$ cat src/rtl/sqrt_pwl_pkg.sv
package sqrt_pwl_pkg;

    localparam int IN_W     = 31;
    localparam int IN_FRAC  = 24;
    localparam int NORM_W   = IN_W + 1;
    localparam int PAIRS    = NORM_W / 2;
    localparam int HALF_W   = $clog2(PAIRS);
    localparam int SEG_BITS = 6;
    localparam int SEG_N    = 1 << SEG_BITS;
    localparam int FRAC_W   = NORM_W - 2 - SEG_BITS;
    localparam int Y_FRAC   = IN_FRAC + (NORM_W - 2 - IN_FRAC) / 2;
    localparam int Y_W      = Y_FRAC + 1;
    localparam int D_W      = 22;
    localparam int OUT_W    = Y_W;
    localparam int LO_SH    = 2 * Y_FRAC - SEG_BITS;
    localparam int HI_SH    = LO_SH + 1;

    localparam logic [OUT_W-1:0] OUT_MAX = OUT_W'(189812532);

    // floor square root, bit by bit, used for building the chord tables
    function automatic logic [31:0] isqrt64(input logic [63:0] v);
        logic [31:0] root;
        logic [63:0] trial;
        root = '0;
        for (int b = 31; b >= 0; b--) begin
            trial = {32'd0, root | (32'd1 << b)};
            if (trial * trial <= v)
                root = root | (32'd1 << b);
        end
        return root;
    endfunction

    typedef struct packed {
        logic                s1_vld;
        logic [NORM_W-1:0]   s1_norm;
        logic [HALF_W-1:0]   s1_half;
        logic                s1_zero;
        logic                o_vld;
        logic [OUT_W-1:0]    o_data;
    } pipe_t;

endpackage

$ cat src/rtl/sqrt_pwl_norm.sv
module sqrt_pwl_norm
    import sqrt_pwl_pkg::*;
(
    input  logic [IN_W-1:0]   x,
    output logic [NORM_W-1:0] norm,
    output logic [HALF_W-1:0] half,
    output logic              zero
);

    logic [NORM_W-1:0] wide;
    logic [HALF_W-1:0] top_pair;

    // highest bit pair holding a one decides the even shift
    always_comb begin
        wide     = {{(NORM_W-IN_W){1'b0}}, x};
        top_pair = '0;
        for (int k = 0; k < PAIRS; k++) begin
            if (wide[2*k+1 -: 2] != 2'b00)
                top_pair = HALF_W'(k);
        end
        half = HALF_W'(PAIRS - 1) - top_pair;
        norm = wide << {half, 1'b0};
        zero = (x == '0);
    end

endmodule

$ cat src/rtl/sqrt_pwl_rom.sv
module sqrt_pwl_rom
    import sqrt_pwl_pkg::*;
(
    input  logic                sel_hi,
    input  logic [SEG_BITS-1:0] idx,
    output logic [Y_W-1:0]      base,
    output logic [D_W-1:0]      delta
);

    logic [Y_W-1:0] lo_base  [SEG_N];
    logic [D_W-1:0] lo_delta [SEG_N];
    logic [Y_W-1:0] hi_base  [SEG_N];
    logic [D_W-1:0] hi_delta [SEG_N];

    // chord endpoints of sqrt on [1,2) and [2,4), Q1.Y_FRAC
    for (genvar i = 0; i < SEG_N; i++) begin : g_seg
        localparam logic [31:0] LO_A = isqrt64(64'(SEG_N + i)     << LO_SH);
        localparam logic [31:0] LO_B = isqrt64(64'(SEG_N + i + 1) << LO_SH);
        localparam logic [31:0] HI_A = isqrt64(64'(SEG_N + i)     << HI_SH);
        localparam logic [31:0] HI_B = isqrt64(64'(SEG_N + i + 1) << HI_SH);
        assign lo_base[i]  = Y_W'(LO_A);
        assign lo_delta[i] = D_W'(LO_B - LO_A);
        assign hi_base[i]  = Y_W'(HI_A);
        assign hi_delta[i] = D_W'(HI_B - HI_A);
    end

    always_comb begin
        if (sel_hi) begin
            base  = hi_base[idx];
            delta = hi_delta[idx];
        end else begin
            base  = lo_base[idx];
            delta = lo_delta[idx];
        end
    end

endmodule

$ cat src/rtl/sqrt_pwl_interp.sv
module sqrt_pwl_interp
    import sqrt_pwl_pkg::*;
(
    input  logic [Y_W-1:0]    base,
    input  logic [D_W-1:0]    delta,
    input  logic [FRAC_W-1:0] frac,
    input  logic [HALF_W-1:0] half,
    output logic [OUT_W-1:0]  res
);

    localparam int PROD_W = D_W + FRAC_W;
    localparam int R_W    = Y_W + 1;
    localparam int WIDE_W = R_W + PAIRS - 1;

    logic [PROD_W-1:0] prod;
    logic [R_W-1:0]    root;
    logic [HALF_W-1:0] shl;
    logic [WIDE_W-1:0] wide;

    // linear step within the segment, then reconstruct by a left shift
    // of the complement of the half shift followed by a fixed slice
    always_comb begin
        prod = PROD_W'(delta) * PROD_W'(frac);
        root = R_W'(base) + R_W'(prod >> FRAC_W);
        shl  = HALF_W'(PAIRS - 1) - half;
        wide = WIDE_W'(root) << shl;
        res  = OUT_W'(wide >> (PAIRS - 1));
    end

endmodule

$ cat src/rtl/sqrt_pwl_eval.sv
module sqrt_pwl_eval
    import sqrt_pwl_pkg::*;
(
    input  logic             clk,
    input  logic             rst_n,
    input  logic             in_vld,
    input  logic [IN_W-1:0]  in_data,
    output logic             out_vld,
    output logic [OUT_W-1:0] out_data
);

    pipe_t q, d;

    logic [NORM_W-1:0]   nrm_word;
    logic [HALF_W-1:0]   nrm_half;
    logic                nrm_zero;
    logic                seg_hi;
    logic [SEG_BITS-1:0] seg_idx;
    logic [FRAC_W-1:0]   seg_frac;
    logic [Y_W-1:0]      seg_base;
    logic [D_W-1:0]      seg_delta;
    logic [OUT_W-1:0]    itp_res;

    sqrt_pwl_norm u_norm (
        .x    (in_data),
        .norm (nrm_word),
        .half (nrm_half),
        .zero (nrm_zero)
    );

    // field split of the registered reduced word
    always_comb begin
        seg_hi = q.s1_norm[NORM_W-1];
        if (seg_hi) begin
            seg_idx  = q.s1_norm[NORM_W-2 -: SEG_BITS];
            seg_frac = q.s1_norm[NORM_W-2-SEG_BITS -: FRAC_W];
        end else begin
            seg_idx  = q.s1_norm[NORM_W-3 -: SEG_BITS];
            seg_frac = q.s1_norm[NORM_W-3-SEG_BITS -: FRAC_W];
        end
    end

    sqrt_pwl_rom u_rom (
        .sel_hi (seg_hi),
        .idx    (seg_idx),
        .base   (seg_base),
        .delta  (seg_delta)
    );

    sqrt_pwl_interp u_interp (
        .base  (seg_base),
        .delta (seg_delta),
        .frac  (seg_frac),
        .half  (q.s1_half),
        .res   (itp_res)
    );

    always_comb begin
        d        = q;
        d.s1_vld = in_vld;
        if (in_vld) begin
            d.s1_norm = nrm_word;
            d.s1_half = nrm_half;
            d.s1_zero = nrm_zero;
        end
        d.o_vld = q.s1_vld;
        if (q.s1_vld)
            d.o_data = q.s1_zero ? '0 : itp_res;
    end

    always_ff @(posedge clk) begin
        if (!rst_n)
            q <= '0;
        else
            q <= d;
    end

    assign out_vld  = q.o_vld;
    assign out_data = q.o_data;

    AST_LATENCY_ON: assert property (@(posedge clk) disable iff (!rst_n)
        in_vld |-> ##2 out_vld);
    AST_LATENCY_OFF: assert property (@(posedge clk) disable iff (!rst_n)
        !in_vld |-> ##2 !out_vld);
    AST_REDUCED_RANGE: assert property (@(posedge clk) disable iff (!rst_n)
        (q.s1_vld && !q.s1_zero) |-> (q.s1_norm[NORM_W-1 -: 2] != 2'b00));
    AST_EVEN_UNDO: assert property (@(posedge clk) disable iff (!rst_n)
        q.s1_vld |-> ((q.s1_norm >> {q.s1_half, 1'b0}) == {1'b0, $past(in_data)}));
    AST_ZERO_RESULT: assert property (@(posedge clk) disable iff (!rst_n)
        (q.s1_vld && q.s1_zero) |=> (out_data == '0));
    AST_NO_OVERFLOW: assert property (@(posedge clk) disable iff (!rst_n)
        out_vld |-> (out_data <= OUT_MAX));
    AST_IDLE_HOLD: assert property (@(posedge clk) disable iff (!rst_n)
        !q.s1_vld |=> $stable(out_data));

endmodule

$ cat config.mk
export PLATFORM = sky130hd
export DESIGN_NAME = sqrt_pwl_eval
export DESIGN_NICKNAME = d
export VERILOG_FILES = /design/src/rtl/sqrt_pwl_pkg.sv /design/src/rtl/sqrt_pwl_norm.sv /design/src/rtl/sqrt_pwl_rom.sv /design/src/rtl/sqrt_pwl_interp.sv /design/src/rtl/sqrt_pwl_eval.sv
export SDC_FILE = /design/constraint.sdc
export NUM_CORES = 2
export LEC_CHECK = 0
export CAP_MARGIN = 20
export CELL_PAD_IN_SITES_DETAIL_PLACEMENT = 1
export CELL_PAD_IN_SITES_GLOBAL_PLACEMENT = 2
export CORE_MARGIN = 2
export CORE_UTILIZATION = 40
export DETAILED_ROUTE_END_ITERATION = 10
export HOLD_SLACK_MARGIN = 0.03
export PLACE_DENSITY = 0.8
export SLEW_MARGIN = 20
export SYNTH_ARGS = -nofsm -noshare
export SYNTH_HDL_FRONTEND = slang
export SYNTH_HIERARCHICAL = 1
export SYNTH_SLANG_ARGS = --single-unit
$ cat constraint.sdc
create_clock -name clk -period 16.5 [get_ports clk]
set_input_delay 2.475 -clock clk [delete_from_list [all_inputs] [get_ports clk]]
set_output_delay 2.475 -clock clk [all_outputs]
set_load 0.005 [all_outputs]
# Yosys cells after proc, flatten, opt, wreduce, memory -nomap -nowiden
# Memories as Yosys holds them, arrays and structs flattened.
# Cells that the tools add are included.
[classes] mul=1 shift=2 n_bitwise=1 addsub=3 reduce_logical=15 n_mux=28 order_cmp=1
[ops] operator="two-way mux 28 bit" count=6
[ops] operator="two-way mux 22 bit" count=5
[ops] operator="two-way mux 4 bit" count=14
[ops] operator="multiplier 22 x 24 -> 46 bit" count=1
[ops] operator="left shift 29 x 4 -> 43 bit" count=1
[ops] operator="left shift 31 x 5 -> 32 bit" count=1
[ops] operator="zero test 31 bit" count=1
[ops] operator="adder 28 x 22 -> 29 bit" count=1
[ops] operator="nonzero test 2 bit" count=14
[ops] operator="two-way mux 24 bit" count=1
[ops] operator="subtractor 4 bit (first input constant)" count=2
[ops] operator="greater-or-equal comparator 7 bit (second input constant)" count=1
[ops] operator="inverter 6 -> 7 bit" count=1
[ops] operator="two-way mux 6 bit" count=1
[ops] operator="two-way mux 1 bit" count=1
[word_totals] regBits=67 inputBits=34 rom_bits=6400 output_inout_bits=29 word_cells=61 n_memories=4
[mem_list] name="(no name shown)" depth=64 width=28 rd=1 rd_clocked_by_memory_dff=0 write_ports=0 line="sqrt_pwl_rom.sv:32" text="base = lo_base[idx];"
[mem_list] name="(no name shown)" depth=64 width=28 rd=1 rd_clocked_by_memory_dff=0 write_ports=0 line="sqrt_pwl_rom.sv:29" text="base = hi_base[idx];"
[mem_list] name="(no name shown)" depth=64 width=22 rd=1 rd_clocked_by_memory_dff=0 write_ports=0 line="sqrt_pwl_rom.sv:30" text="delta = hi_delta[idx];"
[mem_list] name="(no name shown)" depth=64 width=22 rd=1 rd_clocked_by_memory_dff=0 write_ports=0 line="sqrt_pwl_rom.sv:33" text="delta = lo_delta[idx];"

# Longest topological paths before layout
[logic_depth] ltp_word=18 mapped_depth=50 depth_no_buf=43

# Modules after synthesis
# The synthesis kept the hierarchy.
[modules_own_cells] mod="sqrt_pwl_interp" cells_per_inst=2210 n_inst=1 seq_area_each_um2=0.0 area_per_inst_um2=19114.6
[modules_own_cells] mod="sqrt_pwl_rom" cells_per_inst=1148 n_inst=1 seq_area_each_um2=0.0 area_per_inst_um2=7058.0
[modules_own_cells] mod="sqrt_pwl_eval" cells_per_inst=309 n_inst=1 seq_area_each_um2=1341.3 area_per_inst_um2=3111.7
[modules_own_cells] mod="sqrt_pwl_norm" cells_per_inst=285 n_inst=1 seq_area_each_um2=0.0 area_per_inst_um2=1809.2

# Worst setup path before layout
# No wires, ideal clock.
[synth_timing] path_type="flip-flop to flip-flop" from="reg q[65] (netlist bit)" to="reg q, in the netlist out_data[18]" stages_incl_launch_ff=46 n_path_buf=7 period_less_slack_ns=11.830 slack_ns=4.670 required_ns=16.381 setup_time_ns=0.119 arrival_time_ns=11.711 cell_sequence="dfxtp_1 -> buf_2 -> mux2_2 -> buf_2 -> buf_2 -> inv_1 -> ha_1 -> buf_2 -> nor2_2 -> buf_6 -> nor2_1 -> mux4_2 -> o22ai_1 -> clkbuf_1 -> nand2_1 -> fa_1 -> fa_1 -> fa_1 -> [10 not listed] -> o311ai_1 -> a211o_1 -> a21o_1 -> o221a_2 -> o31ai_1 -> xor2_1 -> ha_1 -> clkbuf_1 -> a21oi_1 -> nand2_1 -> a221o_1 -> or3_1 -> and2_1 -> mux4_2 -> mux2i_1 -> o22ai_1 -> nand2_1 -> o21ai_1"
[synth_between] elab_chain_cells=10 word_cells_on_any_way=21 cone_classes="1 x add/sub; 1 x mul; 1 x shift; 13 x mux; 1 x bitwise; 4 x memory"
[synth_rtl] element="start, declared" line="sqrt_pwl_eval.sv:12" text="pipe_t q, d;"
[synth_rtl] element="start signal, assigned" line="sqrt_pwl_eval.sv:73" text="q <= '0;"
[synth_rtl] element="start signal, assigned" line="sqrt_pwl_eval.sv:75" text="q <= d;"
[synth_rtl] element="two-way mux 6 bit *" line="sqrt_pwl_eval.sv:34" text="if (seg_hi) begin"
[synth_rtl] element="net seg_idx[0]" line="sqrt_pwl_eval.sv:18" text="logic [SEG_BITS-1:0] seg_idx;"
[synth_rtl] element="inverter 6 -> 7 bit (not written as such) *" line="sqrt_pwl_rom.sv:30, sqrt_pwl_rom.sv:33"
[synth_rtl] element="memory read (64 x 22 bit), on equally long branches"
[synth_rtl] element="two-way mux 22 bit, on equally long branches (2 in series)" line="sqrt_pwl_rom.sv:33, sqrt_pwl_rom.sv:30"
[synth_rtl] element="two-way mux 22 bit *" line="sqrt_pwl_rom.sv:28" text="if (sel_hi) begin"
[synth_rtl] element="net seg_delta[1]" line="sqrt_pwl_eval.sv:21" text="logic [D_W-1:0] seg_delta;"
[synth_rtl] element="multiplier 22 x 24 -> 46 bit *" line="sqrt_pwl_interp.sv:23" text="prod = PROD_W'(delta) * PROD_W'(frac);"
[synth_rtl] element="adder 28 x 22 -> 29 bit *" line="sqrt_pwl_interp.sv:24" text="root = R_W'(base) + R_W'(prod >> FRAC_W);"
[synth_rtl] element="left shift 29 x 4 -> 43 bit *" line="sqrt_pwl_interp.sv:26" text="wide = WIDE_W'(root) << shl;"
[synth_rtl] element="net itp_res[18]" line="sqrt_pwl_eval.sv:22" text="logic [OUT_W-1:0] itp_res;"
[synth_rtl] element="two-way mux 28 bit *" line="sqrt_pwl_eval.sv:68" text="d.o_data = q.s1_zero ? '0 : itp_res;"
# Mark *: on every way through the listed nets, which the timed path passes. The rest lies on a longest branch. The select of a mux whose other input is x is not followed.
# A chain may end at the register's enable or synchronous reset.

# Final worst setup path
[layout_timing] from="reg q[65] (netlist bit)" to="reg q, in the netlist out_data[19]"
# The elaborated chain is that of the path after synthesis.

==> results_dict.tcl <==
set metrics [dict create \
    critical_path_required_ps 16760 \
    final_hold_fails 0 \
    number_of_resized_instances_in_the_post_cts_repair_step 0 \
    grt_pass1_wl_microns 206000 \
    report.final.slew_viol_count 0 \
    placed_inst_area_sq_um 32000 \
    rows 102 \
    drt_pass1_iterations 6 \
    cts.repair_timing.setup_buffer_count 0 \
    fin_nets 4431 \
    netlist_instances 3952 \
    critical_path.reg2reg.startpoint "q[65]" \
    cpPeakStageDelay_ps 760 \
    fmaxAchievable_mhz 69.8 \
    detail_route.wl_per_cell_microns 28.8 \
    seq_area_frac_synth_pct 4.31 \
    post-route-drc-count 0 \
    grt_start_max_net_pins 118 \
    worst-slew-pin-transition_ps 1230 \
    r2r-end "out_data[19]" \
    final_common_cell "nand2_1" \
    synth.cell_area_sq_um 31100 \
    vias_in_the_first_global_route 31400 \
    min_from "out_data[4]" \
    syn2layout_area_growth_pct 3.95 \
    die_area_sq_um 80000 \
    initial_utilization_pct 40.3 \
    cts_htree_levels 3 \
    drive_above_1_share_pct 6.12 \
    post_synth_arst_share_pct 0 \
    filler_cell_count 9398 \
    final.hold.worst_slack_ps 474 \
    num_io_pins 63 \
    port_buffers 62 \
    critical_path.n_buffers_inverters 5 \
    preCtsSetupSlack_ps 2520 \
    whs_endpoint "out_data[4]" \
    cts.sink_count 67 \
    postSynthRegisterBits 67 \
    syn_nets 4627 \
    final_antenna_net_count 0 \
    crit_path_end_kind "flop" \
    number_of_antenna_violations_at_the_first_check_in_global_routing 4 \
    clk_latency_ps 340 \
    fin_skew_ps 5.72 \
    critical_path_class "flop to flop" \
    critical_path.max_fanout 48 \
    final_routed_wirelength_across_all_metal_layers_microns 139000 \
    layout_common_cells "nand2_1 (501), inv_1 (466), fa_1 (437)" \
    layout_min_cycle_time_ps 14320 \
    weighted_congestion_reported_at_the_end_of_routability_driven_placement 1.06 \
    maxSlewHeadroom_pct 17.2 \
    grt_overflow_total 0 \
    die_h_microns 283 \
    crit_path_frequent_cell "fa_1" \
    synthFlopType "dfxtp_1" \
    cap_violations 0 \
    final-setup-viol-count 0 \
    vias 30700 \
    outcome "finished clean" \
    worst-r2r-setup-slack_ps 2180 \
    grt_setup_unrepaired "false" \
    worst_setup_path_start_kind "flop" \
    clock_path_buffers 2 \
    clkTransAtPathRegs_ps 60 \
    post_synth_edffs 0 \
    worst-endpoint-arrival_ps 14590 \
    detailedPlacementHpwl_microns 100000 \
    reg2regPathDepth 41 \
    design.core.area_sq_um 77200 \
    cts.hold.buffers_added 0 \
    critical_path.slowest_cell "dfxtp_4" \
    drt_iter0_markers 3286 \
    worst_hold_path_type "flop to flop" \
    setup_ws_ps 2180 \
    final.setup.tns_ps 0 \
    cpLargestDelayFamily "adder cells" \
    synth.lib_cells_used.distinct 115 \
    ctsRootBufferMaster "clkbuf_16" \
    post_drt_via_cell_ratio 6.38 \
    numCtsBuffers 9 \
    post_route_design_area_sq_um 32300 \
    die_w_microns 283 \
    ys_warnings 6 \
    cts_tree "done" \
    timing.final.crit_share_pct 86.8 \
    grtUsageTotal_pct 34.4 \
    post_synth.cell_area_avg_sq_um 7.87 \
    hold_path_depth 2 \
]
## Yosys cell counts, drive strengths merged (10+ instances only)
cell type / number / area (sq um)
nand2: 501 / 1880
inv: 468 / 1760
fa: 437 / 8750
and2: 251 / 1580
ha: 204 / 2550
a21oi: 199 / 1000
o21ai: 188 / 948
clkbuf: 184 / 721
buf: 168 / 1070
nor2: 143 / 579
nand3: 96 / 480
mux2i: 82 / 821
nor3: 81 / 405
nor2b: 71 / 447
dfxtp: 67 / 1340
nand2b: 56 / 350
a211oi: 52 / 400
a31oi: 46 / 288
o311ai: 45 / 402
o211ai: 44 / 330
a311oi: 39 / 354
mux2: 35 / 394
nand3b: 33 / 248
xnor2: 32 / 280
a21o: 31 / 233
o31ai: 29 / 236
o22ai: 28 / 175
o221ai: 26 / 234
nand4: 20 / 125
and3: 17 / 108
xor2: 17 / 149
or3: 15 / 98.8
a221oi: 14 / 129
mux4: 14 / 315
a22oi: 13 / 103
or2: 13 / 83.8
o21a: 12 / 90.1
a2111oi: 11 / 103
a211o: 10 / 87.6
nor4: 10 / 98.8
## cell type report
cell class              instances  area (sq um)  area share [%]
clock inverters                 4          50.0           0.155
diodes                          3          7.51          0.0232
multi-input cells            3059         26300            81.5
inverters                     474          1780            5.50
flip-flops and latches         67          1350            4.16
repair buffers                145          1260            3.89
clock buffers                  11           253           0.782
well taps                    1040          1300            4.03
## routing by layer
metal | part of all wire [%] | vias to the layer above | track usage, %
met3 | 10 | 426 | 8.04
met1 | 42 | 15600 | 47.1
met5 | 0.021 | - | 0
met4 | 5.1 | 4 | 14.6
met2 | 43 | 1689 | 51.7
li1 | - | 13000 | -
## metrics by stage
step | utilization (%) | instances
5_1_grt | 41.9 | 4800
3_3_place_gp | 41.5 | 4785
2_1_floorplan | - | 3952
4_1_cts | 41.8 | 4800
3_5_place_dp | 41.5 | 4785
6_report | 41.9 | 4803
## flip-flops by register name (all words and copies together) (netlist names)
signal / count
q: 37
d: 1
out_vld: 1
out_data: 28
## tightest hold or removal path, delay by kind of cell, from the launching register on
| family | cells | cell delay, ps |
|---|---|---|
| AO/OA/AOI/OAI | 1 | 60 |
| AND/OR/NAND/NOR | 1 | 70 |
| flip-flops | 1 | 300 |
## cells by family after synthesis
| family | Yosys count | synth area share [%] |
|---|---|---|
| buffers and inverters | 826 | 11.5 |
| AOI/OAI and AO/OA | 901 | 19.9 |
| muxes | 131 | 4.92 |
| adders and majority gates | 642 | 36.4 |
| DFF | 67 | 4.31 |
| xor gates and xnor gates | 49 | 1.38 |
| and+or+nand+nor | 1334 | 21.6 |
| other | 2 | 0.0242 |
## worst max path at each step
stage          start            to  slack (ps)  cells past startpoint
2_1_floorplan  q[65]  out_data[18]        4670                     45
3_3_place_gp   q[65]  out_data[16]        2680                     43
3_5_place_dp   q[65]  out_data[16]        2520                     41
4_1_cts        q[65]  out_data[19]        2500                     41
5_1_grt        q[65]  out_data[15]        1620                     40
6_report       q[65]  out_data[19]        2180                     41
Power is left out: the tool's default activity adds up to more than one toggle a clock period on the data nets, which glitch-free logic cannot reach.
